[config.mk]
export PLATFORM = sky130hd
export DESIGN_NAME = wire_parity_tester
export DESIGN_NICKNAME = d
export VERILOG_FILES = /design/src/rtl/wptst_pkg.sv /design/src/rtl/wptst_rst_sync.sv /design/src/rtl/wptst_seq.sv /design/src/rtl/wptst_gen.sv /design/src/rtl/wptst_chk.sv /design/src/rtl/wire_parity_tester.sv
export SDC_FILE = /design/constraint.sdc
export NUM_CORES = 1
export LEC_CHECK = 0
export BUFFER_PORTS_ARGS = -buffer_cell sky130_fd_sc_hd__buf_2
export CORE_AREA = 2 2 63 65
export DETAILED_ROUTE_END_ITERATION = 16
export DIE_AREA = 0 0 65 67
export GPL_TIMING_DRIVEN = 0
export PLACE_DENSITY_LB_ADDON = 0.25
export REMOVE_ABC_BUFFERS = 1
export SLEW_MARGIN = 20
export SYNTH_ARGS = -nofsm -noshare
export SYNTH_HDL_FRONTEND = slang
export SYNTH_SLANG_ARGS = --single-unit
[constraint.sdc]
create_clock -name clk -period 2.95 [get_ports clk]
set_input_delay 0.885 -clock clk [delete_from_list [all_inputs] [get_ports clk]]
set_output_delay 0.885 -clock clk [all_outputs]
set_load 0.01 [all_outputs]
[src/rtl/wptst_pkg.sv]
`timescale 1ns/1ps
package wptst_pkg;
  typedef enum logic [1:0] {
    ST_IDLE = 2'd0,
    ST_RUN  = 2'd1,
    ST_DONE = 2'd2
  } seq_state_e;
endpackage

[src/rtl/wptst_rst_sync.sv]
`timescale 1ns/1ps
// Asserts reset at once and releases it on the clock.
module wptst_rst_sync #(
  parameter int STAGES = 2
) (
  input  logic clk,
  input  logic rst_n,
  output logic rst_n_sync
);
  logic [STAGES-1:0] sync_q;

  always_ff @(posedge clk or negedge rst_n) begin
    if (!rst_n) sync_q <= '0;
    else        sync_q <= {sync_q[STAGES-2:0], 1'b1};
  end

  assign rst_n_sync = sync_q[STAGES-1];
endmodule

[src/rtl/wptst_seq.sv]
`timescale 1ns/1ps
// Run sequencer: idle -> run for 2^CNT_W cycles -> done.
module wptst_seq
  import wptst_pkg::*;
#(
  parameter int CNT_W = 4
) (
  input  logic clk,
  input  logic rst_n,
  input  logic start_i,
  output logic run_o,
  output logic done_o
);
  localparam logic [CNT_W-1:0] LAST_CYC = {CNT_W{1'b1}};

  seq_state_e       state_q, state_d;
  logic [CNT_W-1:0] cyc_q, cyc_d;
  logic             cyc_en;

  always_comb begin
    state_d = state_q;
    cyc_d   = cyc_q;
    cyc_en  = 1'b0;
    unique case (state_q)
      ST_IDLE, ST_DONE: begin
        if (start_i) begin
          state_d = ST_RUN;
          cyc_d   = '0;
          cyc_en  = 1'b1;
        end
      end
      ST_RUN: begin
        cyc_en = 1'b1;
        if (cyc_q == LAST_CYC) begin
          state_d = ST_DONE;
          cyc_d   = '0;
        end else begin
          cyc_d = cyc_q + 1'b1;
        end
      end
      default: state_d = ST_IDLE;
    endcase
  end

  always_ff @(posedge clk or negedge rst_n) begin
    if (!rst_n) begin
      state_q <= ST_IDLE;
      cyc_q   <= '0;
    end else begin
      state_q <= state_d;
      if (cyc_en) cyc_q <= cyc_d;
    end
  end

  assign run_o  = (state_q == ST_RUN);
  assign done_o = (state_q == ST_DONE);
endmodule

[src/rtl/wptst_gen.sv]
`timescale 1ns/1ps
// Pattern generator: N-bit counter plus a parity bit on top.
module wptst_gen #(
  parameter int CNT_W    = 4,
  parameter bit COUNT_UP = 1'b1,
  parameter bit ODD_PAR  = 1'b0
) (
  input  logic             clk,
  input  logic             rst_n,
  input  logic             step_i,
  output logic [CNT_W:0]   tx_o
);
  localparam logic [CNT_W-1:0] INIT_VAL = COUNT_UP ? {CNT_W{1'b0}} : {CNT_W{1'b1}};

  logic [CNT_W-1:0] cnt_q, cnt_d;

  generate
    if (COUNT_UP) begin : g_up
      always_comb cnt_d = cnt_q + 1'b1;
    end else begin : g_down
      always_comb cnt_d = cnt_q - 1'b1;
    end
  endgenerate

  always_ff @(posedge clk or negedge rst_n) begin
    if (!rst_n)      cnt_q <= INIT_VAL;
    else if (step_i) cnt_q <= cnt_d;
  end

  assign tx_o = {(^cnt_q) ^ ODD_PAR, cnt_q};
endmodule

[src/rtl/wptst_chk.sv]
`timescale 1ns/1ps
// Far-end parity checker with sticky failure flag.
module wptst_chk #(
  parameter int WORD_W  = 5,
  parameter bit ODD_PAR = 1'b0
) (
  input  logic              clk,
  input  logic              rst_n,
  input  logic              en_i,
  input  logic [WORD_W-1:0] rx_i,
  output logic              fail_o
);
  logic fail_q, fail_d, bad;

  always_comb begin
    bad    = en_i && ((^rx_i) != ODD_PAR);
    fail_d = fail_q | bad;
  end

  always_ff @(posedge clk or negedge rst_n) begin
    if (!rst_n) fail_q <= 1'b0;
    else        fail_q <= fail_d;
  end

  assign fail_o = fail_q;
endmodule

[src/rtl/wire_parity_tester.sv]
`timescale 1ns/1ps
module wire_parity_tester #(
  parameter int CNT_W = 4
) (
  input  logic           clk,
  input  logic           rst_n,
  input  logic           start_i,
  input  logic [CNT_W:0] up_rx_i,
  input  logic [CNT_W:0] dn_rx_i,
  output logic [CNT_W:0] up_tx_o,
  output logic [CNT_W:0] dn_tx_o,
  output logic           done_o,
  output logic           up_fail_o,
  output logic           dn_fail_o
);
  localparam int WORD_W = CNT_W + 1;

  logic rst_n_int;
  logic run;

  wptst_rst_sync #(.STAGES(2)) u_rst (
    .clk(clk), .rst_n(rst_n), .rst_n_sync(rst_n_int)
  );

  wptst_seq #(.CNT_W(CNT_W)) u_seq (
    .clk(clk), .rst_n(rst_n_int), .start_i(start_i),
    .run_o(run), .done_o(done_o)
  );

  wptst_gen #(.CNT_W(CNT_W), .COUNT_UP(1'b1), .ODD_PAR(1'b0)) u_gen_up (
    .clk(clk), .rst_n(rst_n_int), .step_i(run), .tx_o(up_tx_o)
  );

  wptst_gen #(.CNT_W(CNT_W), .COUNT_UP(1'b0), .ODD_PAR(1'b1)) u_gen_dn (
    .clk(clk), .rst_n(rst_n_int), .step_i(run), .tx_o(dn_tx_o)
  );

  wptst_chk #(.WORD_W(WORD_W), .ODD_PAR(1'b0)) u_chk_up (
    .clk(clk), .rst_n(rst_n_int), .en_i(run), .rx_i(up_rx_i), .fail_o(up_fail_o)
  );

  wptst_chk #(.WORD_W(WORD_W), .ODD_PAR(1'b1)) u_chk_dn (
    .clk(clk), .rst_n(rst_n_int), .en_i(run), .rx_i(dn_rx_i), .fail_o(dn_fail_o)
  );
endmodule

==> out/results.tsv, run 1 <==
metric	value	unit
status	finished, final reports clean	
Syn Inst Count	78	
fmax	424	MHz
Sequential Area	455	sq um
ANT cells	0	
HP Class	flip-flop to async pin	
Final Cycle Share	0.799	
root buf cell	clkbuf_8	
Port Buffers	25	
Yosys reg bits	18	
largest net degree at the start of global routing	17	
synth unique cells	25	
WL/cell	10.6	um
WP data arrival	1470	ps
power share of the clock group	0.161	
Sw Pwr	0.000462	W
Setup TNS	0	ps
number of flops mapped to enable cells by yosys	0	
fin. max-slew vios	0	
Cell Rows	22	
Seq pwr share	0.383	
Multi-input gate area	397	sq um
initial antenna violation count	0	
count leader, synth	dfrtp_1	
RePlAce Congestion	0.802	
synth top area cells	dfrtp_1, dfstp_2, xnor2_1	
RSZ-0062 raised after global routing	false	
first-pass GRT wire length	2680	um
Fin. Hold Viols	0	
Vias	647	
Placed Cells	149	
FILL cells	374	
P per Cell Area	1100	nW/um^2
Pleak	0.512	nW
number of global-route vias before repair	644	
total CTS buffers	3	
1st-iter DRT viols	15	
worst setup margin	594	ps
top cell type's share of synthesized area	0.398	
grt ovf	0	
cell taking the most area after synthesis	dfrtp_1	
Worst Max-Slew Pin Slew	642	ps
WS Path Type	flip-flop to primary output	
WHS	266	ps
mapped cell area	880	sq um
Post-CTS Hold Fix Bufs	0	
CORE AREA	3610	sq um
DIE WIDTH	65	um
Max-slew headroom	0.572	
crit path cell chain	ha_1, xnor2_1, xnor2_1, buf_2	
HPWL after detailed placement	1210	um
CTS tree	done	
drt pass-1 iters	2	
Detailed Route WL	1620	um
CTS resizes	0	
combinational fraction of design power	0.455	
Required @ worst endpoint	2070	ps
CP Capture Type	primary output	
most frequent cell on the critical path	xnor2_1	
die area	4360	sq um
CP peak stage delay	420	ps
Setup-failing EPs final	0	
slowest CP cell	dfrtp_1	
Max FO, Critical Path	4	
fin cells	153	
DR vias/cell	4.23	
number of max-cap violations	0	
cell-internal power	0.000757	W
initial core utilization	0.244	
Layout Skew	1.63	ps
setup bufs post-CTS	0	
Worst-Skew Late Latency	250	ps
Syn Area/Cell	11.3	sq um
Max Buffers Root-to-Sink	2	
H-tree depth	1	
CP startpoint kind	flip-flop	
# DRC	0	
Ports	26	
area delta synth->final	25.9	%
top post-synthesis cells by count	dfrtp_1, nand2_1, xnor2_1, nand3_1	
Seq/Total Area, Yosys	0.518	
Worst IR Drop VDD	0.000182	V
Die H	67	um
DRT antenna net count	0	
clk sinks	18	
share of flip-flops with an asynchronous set or reset	1.00	
YS warnings	0	
dpl ws	840	ps
Sw Share	0.379	
Tmin final	2360	ps
nets	122	
Post-synth top flop	dfrtp_1	
Total GRT Usage	0.0841	
Clk pin slew, worst setup/hold paths	70	ps
share of layout cells above drive strength 1	0.324	
## kinds of logic after synthesis
| group | count (synthesis) | synth area share |
|---|---|---|
| and+or+nand+nor | 25 | 0.148 |
| other | 1 | 0.00426 |
| buffers and inverters | 6 | 0.0313 |
| DFF | 18 | 0.518 |
| AOI/OAI and AO/OA | 9 | 0.0654 |
| xor gates and xnor gates | 16 | 0.191 |
| adders and majority gates | 3 | 0.0427 |
## per-stage QoR
step | util | power [W] | instance area, sq um
after CTS | 0.307 | 0.00125 | 1110
after global routing | 0.307 | 0.00133 | 1110
final | 0.307 | 0.00122 | 1110
after global placement | 0.292 | 0.00102 | 1050
after floorplan | - | 0.000850 | 867
after detailed placement | 0.292 | 0.00104 | 1050
## layout make-up
cell class | instances | share of cell area
multi-input cells | 54 | 0.358
inverters | 4 | 0.0136
well taps | 48 | 0.0542
clock buffers | 4 | 0.0497
repair buffers | 25 | 0.113
flip-flops and latches | 18 | 0.411
## final timing paths
path / startpoint / endpoint / slack, ps / cells after the start
hold reg to reg: u_rst.sync_q[1] / u_seq.cyc_q[1] / 270 / 0
max in group asynchronous: u_rst.sync_q[1] / u_chk_dn.fail_o / 2270 / 0
hold / removal: u_rst.sync_q[1] / u_seq.cyc_q[1] / 270 / 0
min in group clk: u_rst.sync_q[0] / u_rst.sync_q[1] / 350 / 0
setup reg to reg: u_seq.state_q[1] / u_seq.cyc_q[3] / 1600 / 3
setup / recovery: u_gen_up.cnt_q[0] / up_tx_o[4] / 590 / 4
## registers in the layout, summed over array words and instances, names as in the netlist
name,count
u_rst.sync_q,2
u_gen_up.cnt_q,4
u_chk_dn.fail_o,1
u_chk_up.fail_o,1
u_seq.state_q,2
u_seq.cyc_q,4
u_gen_dn.cnt_q,4
## layout by cell type, fill, tap and decap left out, types with 2 or more instances in the layout
cell type	netlist	layout
xor2_1	3	3
xnor2_1	11	11
dfrtp_1	14	14
ha_1	3	3
dfstp_2	4	4
a21oi_1	2	2
buf_2	1	25
clkbuf_8	0	4
nand2_1	11	11
nand2b_1	2	2
nand3_1	6	6
o21ai_1	2	2
a21o_1	2	2
inv_1	4	4
xnor3_1	2	2
## worst max-delay path: cells and delay by family, from the launching register on
family,cells,cell delay [ps]
XOR/XNOR,2,330
flip-flops,1,420
adder cells (fa/ha/maj),1,340
buffers and inverters,1,140
## layer usage
metal / track usage / part of all wire / up-vias
li1: - / - / 313
met1: 0.0807 / 0.42 / 309
met2: 0.153 / 0.48 / 23
met3: 0.0220 / 0.074 / 2
met4: 0.0638 / 0.026 / 0
met5: 0 / 0 / -
## power by group through the flow
stage	registers, W	clock network, W	logic, W
6_report	0.000467	0.000197	0.000555
4_1_cts	0.000470	0.000208	0.000568
3_3_place_gp	0.000468	0	0.000556
2_1_floorplan	0.000483	0	0.000367
5_1_grt	0.000482	0.000220	0.000632
3_5_place_dp	0.000474	0	0.000564
Note: power is estimated with default switching activity, not from simulation.
==> run 2, diff against run 1 <==
==> constraint.sdc (replaced) <==
create_clock -name clk -period 2.05 [get_ports clk]
set_input_delay 0.615 -clock clk [delete_from_list [all_inputs] [get_ports clk]]
set_output_delay 0.615 -clock clk [all_outputs]
set_load 0.01 [all_outputs]
==> run 2 against run 1 <==
- hold slack got worse by 130 ps
- clock skew rose by 1.9 ps
- final cell count rose by 2.0%
- critical path depth did not move
- sequential power rose by 45%
- non-clock buffer count rose by 3
- sequential cell count did not move
- global-route usage rose by 0.18 points
- core utilization rose by 1.8 points
- wire length rose by 3.6%
==> out/results.tsv, run 2 (same netlist as run 1, synthesis figures left out) <==
metric	value	unit	change
WP data arrival	1390	ps	was 1470 ps
CTS tree	done		unchanged
total power	0.00193	W	was 0.00122 W
total CTS buffers	3		unchanged
Vias	657		was 647
DR vias/cell	4.21		was 4.23
commonest non-fill, non-tap cells in the layout	buf_2, dfrtp_1, nand2_1		was buf_2, dfrtp_1, xnor2_1, nand2_1, nand3_1
Max Buffers Root-to-Sink	2		unchanged
clk sinks	18		unchanged
largest registers	u_gen_dn.cnt_q: 4 flops, u_gen_up.cnt_q: 4 flops, u_seq.cyc_q: 4 flops		unchanged
Seq pwr share	0.350		was 0.383
Max FO, Critical Path	3		was 4
WL/cell	10.8	um	was 10.6 um
Tmin final	2000	ps	
DRT antenna net count	0		unchanged
worst setup margin	49.2	ps	was 594 ps
share of layout cells above drive strength 1	0.389		was 0.324
number of global-route vias before repair	648		was 644
1st-iter DRT viols	6		was 15
most common cell after layout, fill and taps aside	buf_2		unchanged
initial antenna violation count	0		unchanged
combinational fraction of design power	0.503		was 0.455
Final Cell Area	1170	sq um	was 1110 sq um
fin cells	156		was 153
WS Path Type	flip-flop to primary output		unchanged
CP startpoint kind	flip-flop		unchanged
Setup-failing EPs final	0		unchanged
fmax	500	MHz	
fin. max-slew vios	0		unchanged
H-tree depth	1		unchanged
root buf cell	clkbuf_8		unchanged
Pleak	0.537	nW	was 0.512 nW
cell-internal power	0.00121	W	was 0.000757 W
Sw Pwr	0.000724	W	was 0.000462 W
Fin. Hold Viols	0		unchanged
Ports	26		unchanged
largest net degree at the start of global routing	17		unchanged
Worst Max-Slew Pin Slew	641	ps	was 642 ps
status	finished, final reports clean		unchanged
Placed Cells	149		unchanged
Worst IR Drop VDD	0.000302	V	was 0.000182 V
Worst-Skew Late Latency	250	ps	about the same
power share of the clock group	0.147		was 0.161
Max-slew headroom	0.573		was 0.572
Layout Skew	3.49	ps	was 1.63 ps
ANT cells	0		unchanged
RSZ-0062 raised after global routing	true		was false
Detailed Route WL	1680	um	was 1620 um
grt ovf	0		unchanged
Die H	67	um	unchanged
DIE WIDTH	65	um	unchanged
HP Class	input pin to async pin		was flip-flop to async pin
RePlAce Congestion	0.802		unchanged
Setup TNS	0	ps	unchanged
# DRC	0		unchanged
Total GRT Usage	0.0859		was 0.0841
Sw Share	0.374		was 0.379
Port Buffers	25		unchanged
dpl ws	210	ps	was 840 ps
Cell Rows	22		unchanged
die area	4360	sq um	unchanged
drt pass-1 iters	4		was 2
Post-DP Area	1050	sq um	unchanged
Post-CTS Hold Fix Bufs	0		unchanged
initial core utilization	0.244		unchanged
nets	125		was 122
P per Cell Area	1650	nW/um^2	was 1100 nW/um^2
area delta synth->final	33.1	%	was 25.9%
Required @ worst endpoint	1430	ps	was 2070 ps
number of max-cap violations	0		unchanged
first-pass GRT wire length	2740	um	was 2680 um
CORE AREA	3610	sq um	unchanged
CP Capture Type	primary output		unchanged
Clk pin slew, worst setup/hold paths	70	ps	about the same
HPWL after detailed placement	1210	um	unchanged
Final Cycle Share	0.976		
run 2: routing by layer:
| metal | vias up | global-route usage | routed length [um] |
|---|---|---|---|
| met5 | - | 0 | 0 |
| met4 | 0 | 0.0638 | 53 |
| met3 | 4 | 0.0220 | 126 |
| met2 | 28 | 0.157 | 785 |
| met1 | 309 | 0.0827 | 718 |
| li1 | 316 | - | - |
run 2: power by group through the flow:
stage               Sequential, W  Clock (W)  Combinational, W
floorplan                0.000695          0          0.000527
global placement         0.000673          0          0.000800
detailed placement       0.000682          0          0.000812
CTS                      0.000689   0.000299          0.000888
global route             0.000694   0.000316           0.00110
finish                   0.000677   0.000284          0.000972
run 2: final timing paths:
path,start,to,slack [ps],cells after the start
max in group asynchronous,u_rst.sync_q[1],u_gen_up.cnt_q[0],1330,0
min in group clk,u_rst.sync_q[0],u_rst.sync_q[1],350,0
min reg2reg,u_rst.sync_q[1],u_seq.cyc_q[1],270,0
min,rst_n,u_rst.sync_q[0],130,1
max,u_gen_dn.cnt_q[1],dn_tx_o[4],50,4
max reg2reg,u_seq.state_q[1],u_seq.cyc_q[3],700,3
run 2: final cells by class:
cell class | instances | area, sq um
Clock buffer | 4 | 55.1
Fill cell | 369 | 2430
Inverter | 4 | 15.0
Multi-Input combinational cell | 54 | 437
Sequential cell | 18 | 457
Tap cell | 48 | 60.1
Timing Repair Buffer | 28 | 148
run 2: worst max-delay path: stages, from the launching register on:
cell and delay (ps):
dfstp_2 550, inv_1 70, ha_4 280, xnor2_2 100, buf_2 140
run 2: timing repair:
| item | 4_1_cts | 5_1_grt |
|---|---|---|
| endpoints found under the hold margin | 0 | 0 |
| endpoints found under the setup margin | 2 | 2 |
| pin swaps | 0 | 0 |
| buffers inserted | 0 | 3 |
| resized for setup | 3 | 2 |
run 2: per-stage QoR:
step | hold slack (ps) | util
2_1_floorplan | 197 | -
3_3_place_gp | 300 | 0.292
3_5_place_dp | 301 | 0.292
4_1_cts | 130 | 0.316
5_1_grt | 130 | 0.325
6_report | 134 | 0.325
==> run 3, diff against run 2 <==
--- a/config.mk
+++ b/config.mk
@@ -6,10 +6,11 @@
 export NUM_CORES = 1
 export LEC_CHECK = 0
 export BUFFER_PORTS_ARGS = -buffer_cell sky130_fd_sc_hd__buf_2
-export CORE_AREA = 2 2 63 65
+export CORE_AREA = 4 4 59 74
 export DETAILED_ROUTE_END_ITERATION = 16
-export DIE_AREA = 0 0 65 67
+export DIE_AREA = 0 0 63 78
 export GPL_TIMING_DRIVEN = 0
+export MAX_ROUTING_LAYER = met4
 export PLACE_DENSITY_LB_ADDON = 0.25
 export REMOVE_ABC_BUFFERS = 1
 export SLEW_MARGIN = 20
==> run 3 against run 2 <==
- clock power is 1% higher
- total power fell by 2.5%
- core utilization is 1.7 points lower
- final cell count is 5.8% lower
- non-clock buffer count is 1 lower
- clock skew is essentially flat
- largest cell class unchanged
- maximum frequency increased by 0.37%
==> out/results.tsv, run 3 (same netlist as run 1, synthesis figures left out) <==
metric	value	unit	change
fin cells	147		was 156
Worst R2R End	u_seq.cyc_q[3]		unchanged
Max FO, Critical Path	2		was 3
RSZ-0062 raised after global routing	true		unchanged
H-tree depth	1		unchanged
R2R depth	3		unchanged
worst setup margin	56.5	ps	was 49.2 ps
Worst Max-Slew Pin Slew	657	ps	was 641 ps
largest net degree at the start of global routing	17		unchanged
drt pass-1 iters	4		unchanged
HP Class	input pin to async pin		unchanged
largest registers	u_gen_dn.cnt_q: 4 flops, u_gen_up.cnt_q: 4 flops, u_seq.cyc_q: 4 flops		unchanged
area delta synth->final	30.3	%	was 33.1%
FF-to-FF setup slack	710	ps	was 700 ps
Max-slew headroom	0.562		was 0.573
FILL cells	380		was 369
Sequential Area	457	sq um	unchanged
Placed Cells	141		was 149
commonest non-fill, non-tap cells in the layout	buf_2, dfrtp_1, nand2_1		unchanged
top sig layer	met4		unchanged
Detailed Route WL	1690	um	was 1680 um
HPWL after detailed placement	1220	um	was 1210 um
Required @ worst endpoint	1430	ps	about the same
die area	4910	sq um	was 4360 sq um
initial core utilization	0.236		was 0.244
CTS tree	done		unchanged
CP startpoint kind	flip-flop		unchanged
Pleak	0.526	nW	was 0.537 nW
Vias	635		was 657
most common cell after layout, fill and taps aside	buf_2		unchanged
DRT antenna net count	0		unchanged
Worst IR Drop VDD	0.000310	V	was 0.000302 V
Final Cycle Share	0.972		was 0.976
Total GRT Usage	0.0771		was 0.0859
CORE AREA	3720	sq um	was 3610 sq um
Cell Rows	25		was 22
Reg2Reg Launch Point	u_seq.state_q[1]		unchanged
ANT cells	0		unchanged
WP data arrival	1380	ps	was 1390 ps
Clk pin slew, worst setup/hold paths	70	ps	about the same
metal2 WL	745	um	was 785 um
1st-iter DRT viols	24		was 6
fin. max-slew vios	0		unchanged
CP Capture Type	primary output		unchanged
RePlAce Congestion	0.746		was 0.802
status	finished, final reports clean		unchanged
Worst-Skew Late Latency	250	ps	about the same
clk sinks	18		unchanged
fmax	502	MHz	was 500 MHz
Max Buffers Root-to-Sink	2		unchanged
Port Buffers	25		unchanged
Setup-failing EPs final	0		unchanged
dpl ws	216	ps	was 210 ps
DR WL met3	154	um	was 126 um
first-pass GRT wire length	2910	um	was 2740 um
Setup TNS	0	ps	unchanged
WS Path Type	flip-flop to primary output		unchanged
number of max-cap violations	0		unchanged
P per Cell Area	1640	nW/um^2	was 1650 nW/um^2
Layout Skew	3.42	ps	was 3.49 ps
DR vias/cell	4.32		was 4.21
Die H	78	um	was 67 um
share of layout cells above drive strength 1	0.383		was 0.389
# DRC	0		unchanged
metal1 wirelength	763	um	was 718 um
grt ovf	0		unchanged
total CTS buffers	3		unchanged
nets	124		was 125
number of global-route vias before repair	671		was 648
root buf cell	clkbuf_8		unchanged
DIE WIDTH	63	um	was 65 um
initial antenna violation count	0		unchanged
Multi-input gate area	429	sq um	was 437 sq um
WL/cell	11.5	um	was 10.8 um
Tmin final	1990	ps	was 2000 ps
Ports	26		unchanged
Fin. Hold Viols	0		unchanged
-- run 3: cell count changes in the layout (fill, tap and decap cells not counted) --
cell / delta
buf_4: -1
inv_2: +1
xnor2_1: +1
xnor2_2: -1
inv_1: -1
-- run 3: worst max-delay path by stage --
stage / startpoint / endpoint / slack, ps / cells past startpoint
2_1_floorplan: u_gen_dn.cnt_q[0] / dn_tx_o[4] / 250 / 3
6_report: u_gen_dn.cnt_q[0] / dn_tx_o[4] / 60 / 4
5_1_grt: u_gen_dn.cnt_q[1] / dn_tx_o[4] / -0.7 / 4
4_1_cts: u_gen_dn.cnt_q[0] / dn_tx_o[4] / 10 / 4
3_3_place_gp: u_gen_dn.cnt_q[0] / dn_tx_o[4] / 230 / 4
3_5_place_dp: u_gen_up.cnt_q[0] / up_tx_o[4] / 220 / 4
-- run 3: power by group --
group | internal [W] | switching, W | total (W)
Clock | 0.000170 | 0.000117 | 0.000288
Combinational | 0.000478 | 0.000438 | 0.000915
Sequential | 0.000527 | 0.000155 | 0.000682
-- run 3: area by class of cell --
cell class              instances  area share
clock buffers                   4      0.0480
inverters                       4      0.0131
multi-input cells              54       0.374
flip-flops and latches         18       0.398
well taps                      40      0.0437
repair buffers                 27       0.122
-- run 3: what timing repair did --
action,in CTS,in global routing
hold buffers,0,0
buffers inserted,0,2
pin swaps,0,2
endpoints found under the setup margin,2,2
resized for setup,3,2
-- run 3: per-stage QoR --
| stage | hold WS, ps | utilization | cell area (sq um) | total power (W) |
|---|---|---|---|---|
| 6_report | 136 | 0.308 | 1150 | 0.00188 |
| 3_5_place_dp | 299 | 0.280 | 1040 | 0.00149 |
| 2_1_floorplan | 197 | - | 867 | 0.00122 |
| 3_3_place_gp | 307 | 0.280 | 1040 | 0.00147 |
| 5_1_grt | 125 | 0.308 | 1150 | 0.00205 |
| 4_1_cts | 130 | 0.304 | 1130 | 0.00188 |
-- run 3: metal layers --
| layer | global-route usage | up-vias |
|---|---|---|
| met5 | - | - |
| met4 | 0.0397 | 0 |
| met3 | 0.0318 | 2 |
| met2 | 0.124 | 20 |
| met1 | 0.0808 | 296 |
| li1 | - | 317 |
-- run 3: critical path, cell delays in order (launching register included) --
cell and delay (ps):
dfstp_2 530, inv_1 80, ha_4 280, xnor2_1 100
buf_2 140
